<file path="config.mk">
export PLATFORM = sky130hd
export DESIGN_NAME = clkcfg_smbus_slave
export DESIGN_NICKNAME = d
export VERILOG_FILES = /design/src/rtl/clkcfg_pkg.sv /design/src/rtl/clkcfg_line_sync.sv /design/src/rtl/clkcfg_blockwrite_ctrl.sv /design/src/rtl/clkcfg_regfile.sv /design/src/rtl/clkcfg_smbus_slave.sv
export SDC_FILE = /design/constraint.sdc
export NUM_CORES = 1
export LEC_CHECK = 0
export ABC_AREA = 1
export ABC_CLOCK_PERIOD_IN_PS = 4840
export BUFFER_PORTS_ARGS = -buffer_cell sky130_fd_sc_hd__buf_2
export CAP_MARGIN = 5
export CORE_MARGIN = 1.5
export CORE_UTILIZATION = 32
export DETAILED_ROUTE_END_ITERATION = 6
export PLACE_DENSITY_LB_ADDON = 0.15
export SLEW_MARGIN = 20
export SYNTH_ARGS = -nofsm -noshare
export SYNTH_HDL_FRONTEND = slang
export SYNTH_HIERARCHICAL = 1
export SYNTH_SLANG_ARGS = --single-unit
</file>
<file path="constraint.sdc">
create_clock -name clk -period 4.84 [get_ports clk]
set_clock_uncertainty 0.15 [all_clocks]
set_input_delay 0.968 -clock clk [delete_from_list [all_inputs] [get_ports clk]]
set_output_delay 0.968 -clock clk [all_outputs]
set_load 0.01 [all_outputs]
</file>
<file path="src/rtl/clkcfg_pkg.sv">
package clkcfg_pkg;
    typedef enum logic [1:0] {ST_IDLE, ST_RX, ST_ACK, ST_SKIP} slv_state_e;

    localparam logic [7:0] DEV_ADDR_W = 8'hD2;
    localparam int         HDR_BYTES  = 3;  // address, command, count

    function automatic logic [7:0] reg_mask(input int idx);
        case (idx)
            0:       return 8'h06;
            1:       return 8'hFF;
            2:       return 8'hFE;
            4:       return 8'hFC;
            default: return 8'h00;
        endcase
    endfunction

    function automatic logic [7:0] reg_reset(input int idx);
        case (idx)
            0:       return 8'h06;
            1:       return 8'hFF;
            2:       return 8'hFE;
            default: return 8'h00;
        endcase
    endfunction
endpackage

</file>
<file path="src/rtl/clkcfg_line_sync.sv">
module clkcfg_line_sync #(
    parameter int SYNC_STAGES = 2
) (
    input  logic clk,
    input  logic rst_n,
    input  logic scl_i,
    input  logic sda_i,
    output logic scl_s,
    output logic sda_s,
    output logic scl_rise,
    output logic scl_fall,
    output logic start_ev,
    output logic stop_ev
);
    typedef struct packed {
        logic [SYNC_STAGES-1:0] scl_sh;
        logic [SYNC_STAGES-1:0] sda_sh;
        logic                   scl_p;
        logic                   sda_p;
    } sync_t;

    sync_t q, d;

    always_comb begin
        d        = q;
        d.scl_sh = {q.scl_sh[SYNC_STAGES-2:0], scl_i};
        d.sda_sh = {q.sda_sh[SYNC_STAGES-2:0], sda_i};
        d.scl_p  = q.scl_sh[SYNC_STAGES-1];
        d.sda_p  = q.sda_sh[SYNC_STAGES-1];
    end

    always_ff @(posedge clk or negedge rst_n) begin
        if (!rst_n) q <= '1;
        else        q <= d;
    end

    assign scl_s    = q.scl_sh[SYNC_STAGES-1];
    assign sda_s    = q.sda_sh[SYNC_STAGES-1];
    assign scl_rise = scl_s & ~q.scl_p;
    assign scl_fall = ~scl_s & q.scl_p;
    assign start_ev = scl_s & q.scl_p & q.sda_p & ~sda_s;
    assign stop_ev  = scl_s & q.scl_p & ~q.sda_p & sda_s;
endmodule

</file>
<file path="src/rtl/clkcfg_blockwrite_ctrl.sv">
module clkcfg_blockwrite_ctrl
    import clkcfg_pkg::*;
#(
    parameter int IDX_W = 6
) (
    input  logic             clk,
    input  logic             rst_n,
    input  logic             sda_s,
    input  logic             scl_rise,
    input  logic             scl_fall,
    input  logic             start_ev,
    input  logic             stop_ev,
    output logic             sda_oe,
    output logic             wr_en,
    output logic [IDX_W-1:0] wr_idx,
    output logic [7:0]       wr_data
);
    typedef struct packed {
        slv_state_e       st;
        logic [3:0]       bitcnt;
        logic [7:0]       shreg;
        logic [IDX_W-1:0] bidx;
        logic             oe;
    } ctl_t;

    ctl_t q, d;

    always_comb begin
        d       = q;
        wr_en   = 1'b0;
        wr_idx  = q.bidx - IDX_W'(HDR_BYTES);
        wr_data = q.shreg;
        case (q.st)
            ST_RX: begin
                if (scl_rise && q.bitcnt < 4'd8) begin
                    d.shreg  = {q.shreg[6:0], sda_s};
                    d.bitcnt = q.bitcnt + 4'd1;
                end else if (scl_fall && q.bitcnt == 4'd8) begin
                    if (q.bidx == '0 && q.shreg != DEV_ADDR_W) begin
                        d.st = ST_SKIP;
                    end else begin
                        d.st  = ST_ACK;
                        d.oe  = 1'b1;
                        wr_en = (q.bidx >= IDX_W'(HDR_BYTES));
                    end
                end
            end
            ST_ACK: begin
                if (scl_fall) begin
                    d.oe     = 1'b0;
                    d.st     = ST_RX;
                    d.bitcnt = '0;
                    if (q.bidx != '1) d.bidx = q.bidx + 1'b1;
                end
            end
            default: ;
        endcase
        if (start_ev) begin
            d.st     = ST_RX;
            d.bitcnt = '0;
            d.bidx   = '0;
            d.oe     = 1'b0;
        end else if (stop_ev) begin
            d.st = ST_IDLE;
            d.oe = 1'b0;
        end
    end

    always_ff @(posedge clk or negedge rst_n) begin
        if (!rst_n) q <= '{st: ST_IDLE, bitcnt: '0, shreg: '0, bidx: '0, oe: 1'b0};
        else        q <= d;
    end

    assign sda_oe = q.oe;
endmodule

</file>
<file path="src/rtl/clkcfg_regfile.sv">
module clkcfg_regfile
    import clkcfg_pkg::*;
#(
    parameter int NUM_REGS = 5,
    parameter int IDX_W    = 6
) (
    input  logic                     clk,
    input  logic                     rst_n,
    input  logic                     wr_en,
    input  logic [IDX_W-1:0]         wr_idx,
    input  logic [7:0]               wr_data,
    output logic [NUM_REGS-1:0][7:0] regs_o
);
    for (genvar gi = 0; gi < NUM_REGS; gi++) begin : g_reg
        logic [7:0] byte_q;
        always_ff @(posedge clk or negedge rst_n) begin
            if (!rst_n)
                byte_q <= reg_reset(gi);
            else if (wr_en && wr_idx == IDX_W'(gi))
                byte_q <= wr_data & reg_mask(gi);
        end
        assign regs_o[gi] = byte_q;
    end
endmodule

</file>
<file path="src/rtl/clkcfg_smbus_slave.sv">
module clkcfg_smbus_slave #(
    parameter int NUM_REGS    = 5,
    parameter int MAX_DATA    = 32,
    parameter int SYNC_STAGES = 2
) (
    input  logic       clk,
    input  logic       rst_n,
    input  logic       scl_i,
    input  logic       sda_i,
    output logic       sda_oe_o,
    output logic [1:0] en_fix_o,
    output logic [7:0] en_mem_o,
    output logic [6:0] en_bus_o,
    output logic [4:0] sel_o,
    output logic       sel_ovr_o
);
    localparam int IDX_W = $clog2(MAX_DATA + clkcfg_pkg::HDR_BYTES + 2);

    logic scl_s, sda_s, scl_rise, scl_fall, start_ev, stop_ev;
    logic wr_en;
    logic [IDX_W-1:0] wr_idx;
    logic [7:0] wr_data;
    logic [NUM_REGS-1:0][7:0] regs;

    clkcfg_line_sync #(.SYNC_STAGES(SYNC_STAGES)) u_sync (
        .clk(clk), .rst_n(rst_n), .scl_i(scl_i), .sda_i(sda_i),
        .scl_s(scl_s), .sda_s(sda_s), .scl_rise(scl_rise), .scl_fall(scl_fall),
        .start_ev(start_ev), .stop_ev(stop_ev)
    );

    clkcfg_blockwrite_ctrl #(.IDX_W(IDX_W)) u_ctrl (
        .clk(clk), .rst_n(rst_n), .sda_s(sda_s), .scl_rise(scl_rise),
        .scl_fall(scl_fall), .start_ev(start_ev), .stop_ev(stop_ev),
        .sda_oe(sda_oe_o), .wr_en(wr_en), .wr_idx(wr_idx), .wr_data(wr_data)
    );

    clkcfg_regfile #(.NUM_REGS(NUM_REGS), .IDX_W(IDX_W)) u_regs (
        .clk(clk), .rst_n(rst_n), .wr_en(wr_en), .wr_idx(wr_idx),
        .wr_data(wr_data), .regs_o(regs)
    );

    assign en_fix_o  = regs[0][2:1];
    assign en_mem_o  = regs[1];
    assign en_bus_o  = regs[2][7:1];
    assign sel_ovr_o = regs[4][3];
    assign sel_o     = {regs[4][2], regs[4][7:4]};

    logic unused_bits;
    assign unused_bits = ^{regs[0][7:3], regs[0][0], regs[2][0], regs[3], regs[4][1:0]};
endmodule

</file>
# Word-level counts from Yosys, hierarchy flattened
# Cells that the tools add are included.
# W data, S select, Z words.
[totals]
reg_bits = 50
input_bits = 4
out_inout_bits = 24
word_cells = 85
[op_classes]
addsub = 3
n_lt_le_gt_ge = 2
eq_ne = 14
muxes = 23
n_bitwise = 11
reduce_logical = 19
[ops]
columns = ["op", "count"]
rows = [
  ["$mux W6", 4],
  ["$logic_not A6 Y1", 2],
  ["$mux W12", 1],
  ["$pmux W6 S2", 1],
  ["$mux W1", 10],
  ["$mux W2", 4],
  ["$ne A4 B3 Y1 const B", 2],
  ["$ne A4 B4 Y1 const B", 2],
  ["$ne A8 B8 Y1 const B", 1],
  ["$and A1 B1 Y1", 7],
  ["$logic_and A1 B1 Y1", 7],
  ["$mux W7", 1],
  ["$add A6 B1 Y6 const B", 1],
  ["$eq A6 B1 Y1 const B", 1],
  ["$eq A6 B2 Y1 const B", 1],
  ["$eq A6 B3 Y1 const B", 1],
  ["$ge A6 B2 Y1 const B", 1],
  ["$ne A3 B2 Y1 const B", 2],
  ["$ne A6 B6 Y1 const B", 1],
  ["$reduce_and A3 Y1", 2],
  ["$reduce_bool A2 Y1", 3],
  ["$sub A6 B2 Y6 const B", 1],
  ["$reduce_and A5 Y1", 1],
  ["$add A4 B1 Y4 const B", 1],
  ["11 further kinds", 14],
]

# Longest topological paths before layout
[logic_depth]
depth_word = 8
mapped_depth = 12

# By module
# Netlist, hierarchy kept.
[modules_own_cells]
columns = ["module", "n_inst", "cells_per_inst", "area_each_um2"]
rows = [
  ["clkcfg_blockwrite_ctrl", 1, 181, 1350.0],
  ["clkcfg_regfile", 1, 133, 1138.6],
  ["clkcfg_line_sync", 1, 17, 198.9],
]

# Worst setup path before layout
# OpenSTA, ideal clock, no wires.
[synth_timing]
path_kind = "register to register"
startpoint = "register u_ctrl/q[1] in the netlist's numbering"
endpoint = "register u_regs.g_reg[2].byte_q[1]"
setup_time_ps = 76
t_arrival_ps = 1765
t_required_ps = 4614
slack_ps = 2849
stages_incl_launch_ff = 13
path_cell_list = "dfrtp_1 > inv_1 > ha_1 > nand2_1 > nor2_1 > nand2_1 > o21ai_0 > nor3_1 > nand2_1 > nor2_4 > nand2_1 > nand2_1 > nand2_1"
[synth_rtl]
columns = ["element", "line_no", "source"]
rows = [
  ["from (decl)", "clkcfg_blockwrite_ctrl.sv:26", "ctl_t q, d;"],
  ["from (signal assigned)", "clkcfg_blockwrite_ctrl.sv:70", "if (!rst_n) q <= '{st: ST_IDLE, bitcnt: '0, shreg: '0, bidx: '0, oe: 1'b0};"],
  ["$sub A6 B2 Y6", "clkcfg_blockwrite_ctrl.sv:31", "wr_idx = q.bidx - IDX_W'(HDR_BYTES);"],
  ["via wr_idx[0]", "clkcfg_smbus_slave.sv:21", "logic [IDX_W-1:0] wr_idx;"],
  ["$eq A6 B2 Y1", "clkcfg_regfile.sv:19", "else if (wr_en && wr_idx == IDX_W'(gi))"],
  ["$logic_and A1 B1 Y1", "clkcfg_regfile.sv:19", ""],
  ["to (signal assigned)", "clkcfg_regfile.sv:18", "byte_q <= reg_reset(gi);"],
  ["to (signal assigned)", "clkcfg_regfile.sv:20", "byte_q <= wr_data & reg_mask(gi);"],
  ["to (decl)", "clkcfg_regfile.sv:15", "logic [7:0] byte_q;"],
]
# The timed path passes the listed nets, and every way through them passes these cells.
# A chain may end at the register's enable or synchronous reset.

# Worst setup path in the final report
[layout_timing]
startpoint = "register u_ctrl/q[1] in the netlist's numbering"
endpoint = "register u_regs.g_reg[2].byte_q[7]"
# Same word-level chain as after synthesis.

==> summary.txt <==
Power and ir drop
  • Pwr Total: 1.30 mW
  • Leakage power: 1.50 nW
  • Reg power frac: 44.5%
  • Switching share of power: 42.0%
  • Switching power: 545 µW
  • Max VDD drop: 0.210 mV
  • Logic pwr share: 36.2%
  • Power per Cell Area: 457 mW/mm²
  • Clk pwr share: 19.3%
  • P_int: 754 µW

Placed design
  • HPWL after detailed placement: 3730 µm
  • RD Place Congestion: 0.803
  • Pre-CTS WS: 2.36 ns
  • Placed cell count: 433
  • PortBufs: 27

Setup path
  • Top delay family on crit path: simple AND/OR/NAND/NOR gates
  • Crit Path Category: reg2reg
  • Flop-to-flop setup slack: 2.34 ns
  • Crit path top cell by count: nand2_1
  • CP bufs+invs: 1
  • Crit. End Element: flip-flop
  • CP Cell Sequence: inv_1, ha_1, nand2_1, nor2_1, nand2_1, o21ai_0, nor3_1, nand2_1, nor2_4, nand2_1, nand2_1, nand2_1
  • CP max FO: 17
  • CP Launch Type: flip-flop
  • Slowest-stage cell, CP: dfrtp_1
  • Worst Path Arrival: 2.58 ns
  • Crit path required time: 4.93 ns
  • Crit-path max cell delay: 0.44 ns

CTS
  • CTS-repair resized insts: 0
  • Htree depth: 2
  • Clock Latency Late Sink: 0.30 ns
  • Post-CTS Setup Inserts: 0
  • CTS tree: built
  • CTS Hold Bufs: 0
  • Clock tree buffer depth: 2
  • Total CTS buffers: 5
  • CTS clk-pin slew, worst paths: 0.10 ns
  • Clk sinks: 50
  • Root Buffer: clkbuf_8

Yosys
  • Ys Warns: 6
  • Mapped Nets: 323
  • Synth Instances: 313
  • Cell Area, Synth: 0.00256 mm²
  • Mean post-synth cell area: 8.17 µm²

Die
  • Core ar.: 0.00773 mm²
  • Die Footprint: 0.00853 mm²
  • Row Count: 32
  • Initial Utilization: 33.1%
  • Die width: 92.4 µm
  • Die Y: 92.4 µm
  • I/O Pins: 28

Drt
  • Metal2 WL: 2320 µm
  • WL per Instance: 11.6 µm
  • Vias per std cell: 4.40
  • DRT antenna net count: 0
  • Top layer in use: met4
  • Initial DRC count: 100
  • Wire length on met1: 2590 µm
  • Metal3 WL: 177 µm
  • Total Wirelength: 5120 µm
  • Vias after detailed routing: 1940
  • DR DRC count: 0
  • Drt first pass iters: 4

STA
  • Min Hold Slack: 0.212 ns
  • Fin Setup TNS: 0 ns
  • Pin slew with the least headroom to its limit: 0.643 ns
  • Final Hold Violating Endpoints: 0
  • Final slew viol count: 0
  • Post-route clock period utilization: 51.6%
  • Final WS setup: 2.34 ns
  • Minimum clock period: 2.50 ns
  • Max frequency: 400 MHz
  • RSZ-0062 raised after global routing: no
  • Max-slew headroom: 57.1%
  • # setup viols final: 0

Global route
  • Initial antenna violation count: 0
  • Largest net degree at the start of global routing: 51
  • Gr ovfl total: 0
  • First-pass GRT wire length: 8980 µm
  • Vias in the first global route: 1892
  • GR Util All Layers: 13.2%

Cells and area
  • Layout area overhead: 11.2%
  • Ant diodes: 0
  • Fin nets: 348
  • Finished Layout Cells: 441
  • Share of post-route cells with drive strength above 1: 23.0%

Status
  • Outcome: finished clean

Flow run
  • Max Cap Viol: 0

Worst hold path
  • Hold Crit Class: reg2reg
## metal layers
layer,vias to the layer above,global-route usage (%)
li1,1021,-
met1,888,18.7
met2,29,20.6
met3,2,2.79
met4,0,2.82
met5,-,0
## through the flow
step	area [µm²]	util, %
6_report	2840	36.8
3_3_place_gp	2750	35.6
2_1_floorplan	2560	-
4_1_cts	2840	36.8
3_5_place_dp	2750	35.6
5_1_grt	2840	36.8
## layout by cell type, fill, tap and decap left out, types with 4 or more instances in the layout
| cell type | instances |
|---|---|
| dfrtp_1 | 27 |
| clkbuf_8 | 5 |
| nor2_2 | 4 |
| nand3_1 | 28 |
| nor2_1 | 25 |
| buf_2 | 27 |
| nand2_2 | 5 |
| nand2_1 | 95 |
| o21ai_0 | 22 |
| a21oi_1 | 7 |
| ha_1 | 6 |
| dfstp_2 | 23 |
| inv_1 | 39 |
## worst paths after layout
path                        startpoint                         to  cells past startpoint
max                        u_ctrl/q[1]  u_regs/g_reg[2].byte_q[7]                     12
min                        u_sync/d[5]               u_sync/scl_s                      0
max reg2reg                u_ctrl/q[1]  u_regs/g_reg[2].byte_q[7]                     12
min reg2reg                u_sync/d[5]               u_sync/scl_s                      0
max in group asynchronous        rst_n                u_ctrl/q[5]                      2
min in group asynchronous        rst_n               u_ctrl/q[16]                      2
## power by group through the flow
stage / logic (mW) / registers (mW) / clock network [mW]
after detailed placement: 0.468 / 0.586 / 0
after floorplan: 0.426 / 0.546 / 0
after global placement: 0.470 / 0.586 / 0
after global routing: 0.549 / 0.592 / 0.280
final: 0.470 / 0.578 / 0.250
after CTS: 0.472 / 0.579 / 0.266
## final cells by class
type | instances | area, µm²
timing repair buffer | 28 | 143
fill | 787 | 4880
multi-input combinational | 212 | 1050
tap | 102 | 128
sequential | 50 | 1280
clock inverter | 3 | 23.8
inverter | 41 | 154
clock buffer | 5 | 68.8
## registers in the layout, summed over array words and instances (netlist names)
register         count
u_sync/q             2
u_ctrl/sda_oe        1
u_sync/sda_s         1
u_regs/g.byte_q     23
u_ctrl/wr_data       8
u_sync/d             2
u_sync/scl_s         1
u_ctrl/q            12
No activity file was read; power rests on OpenSTA's default activity.
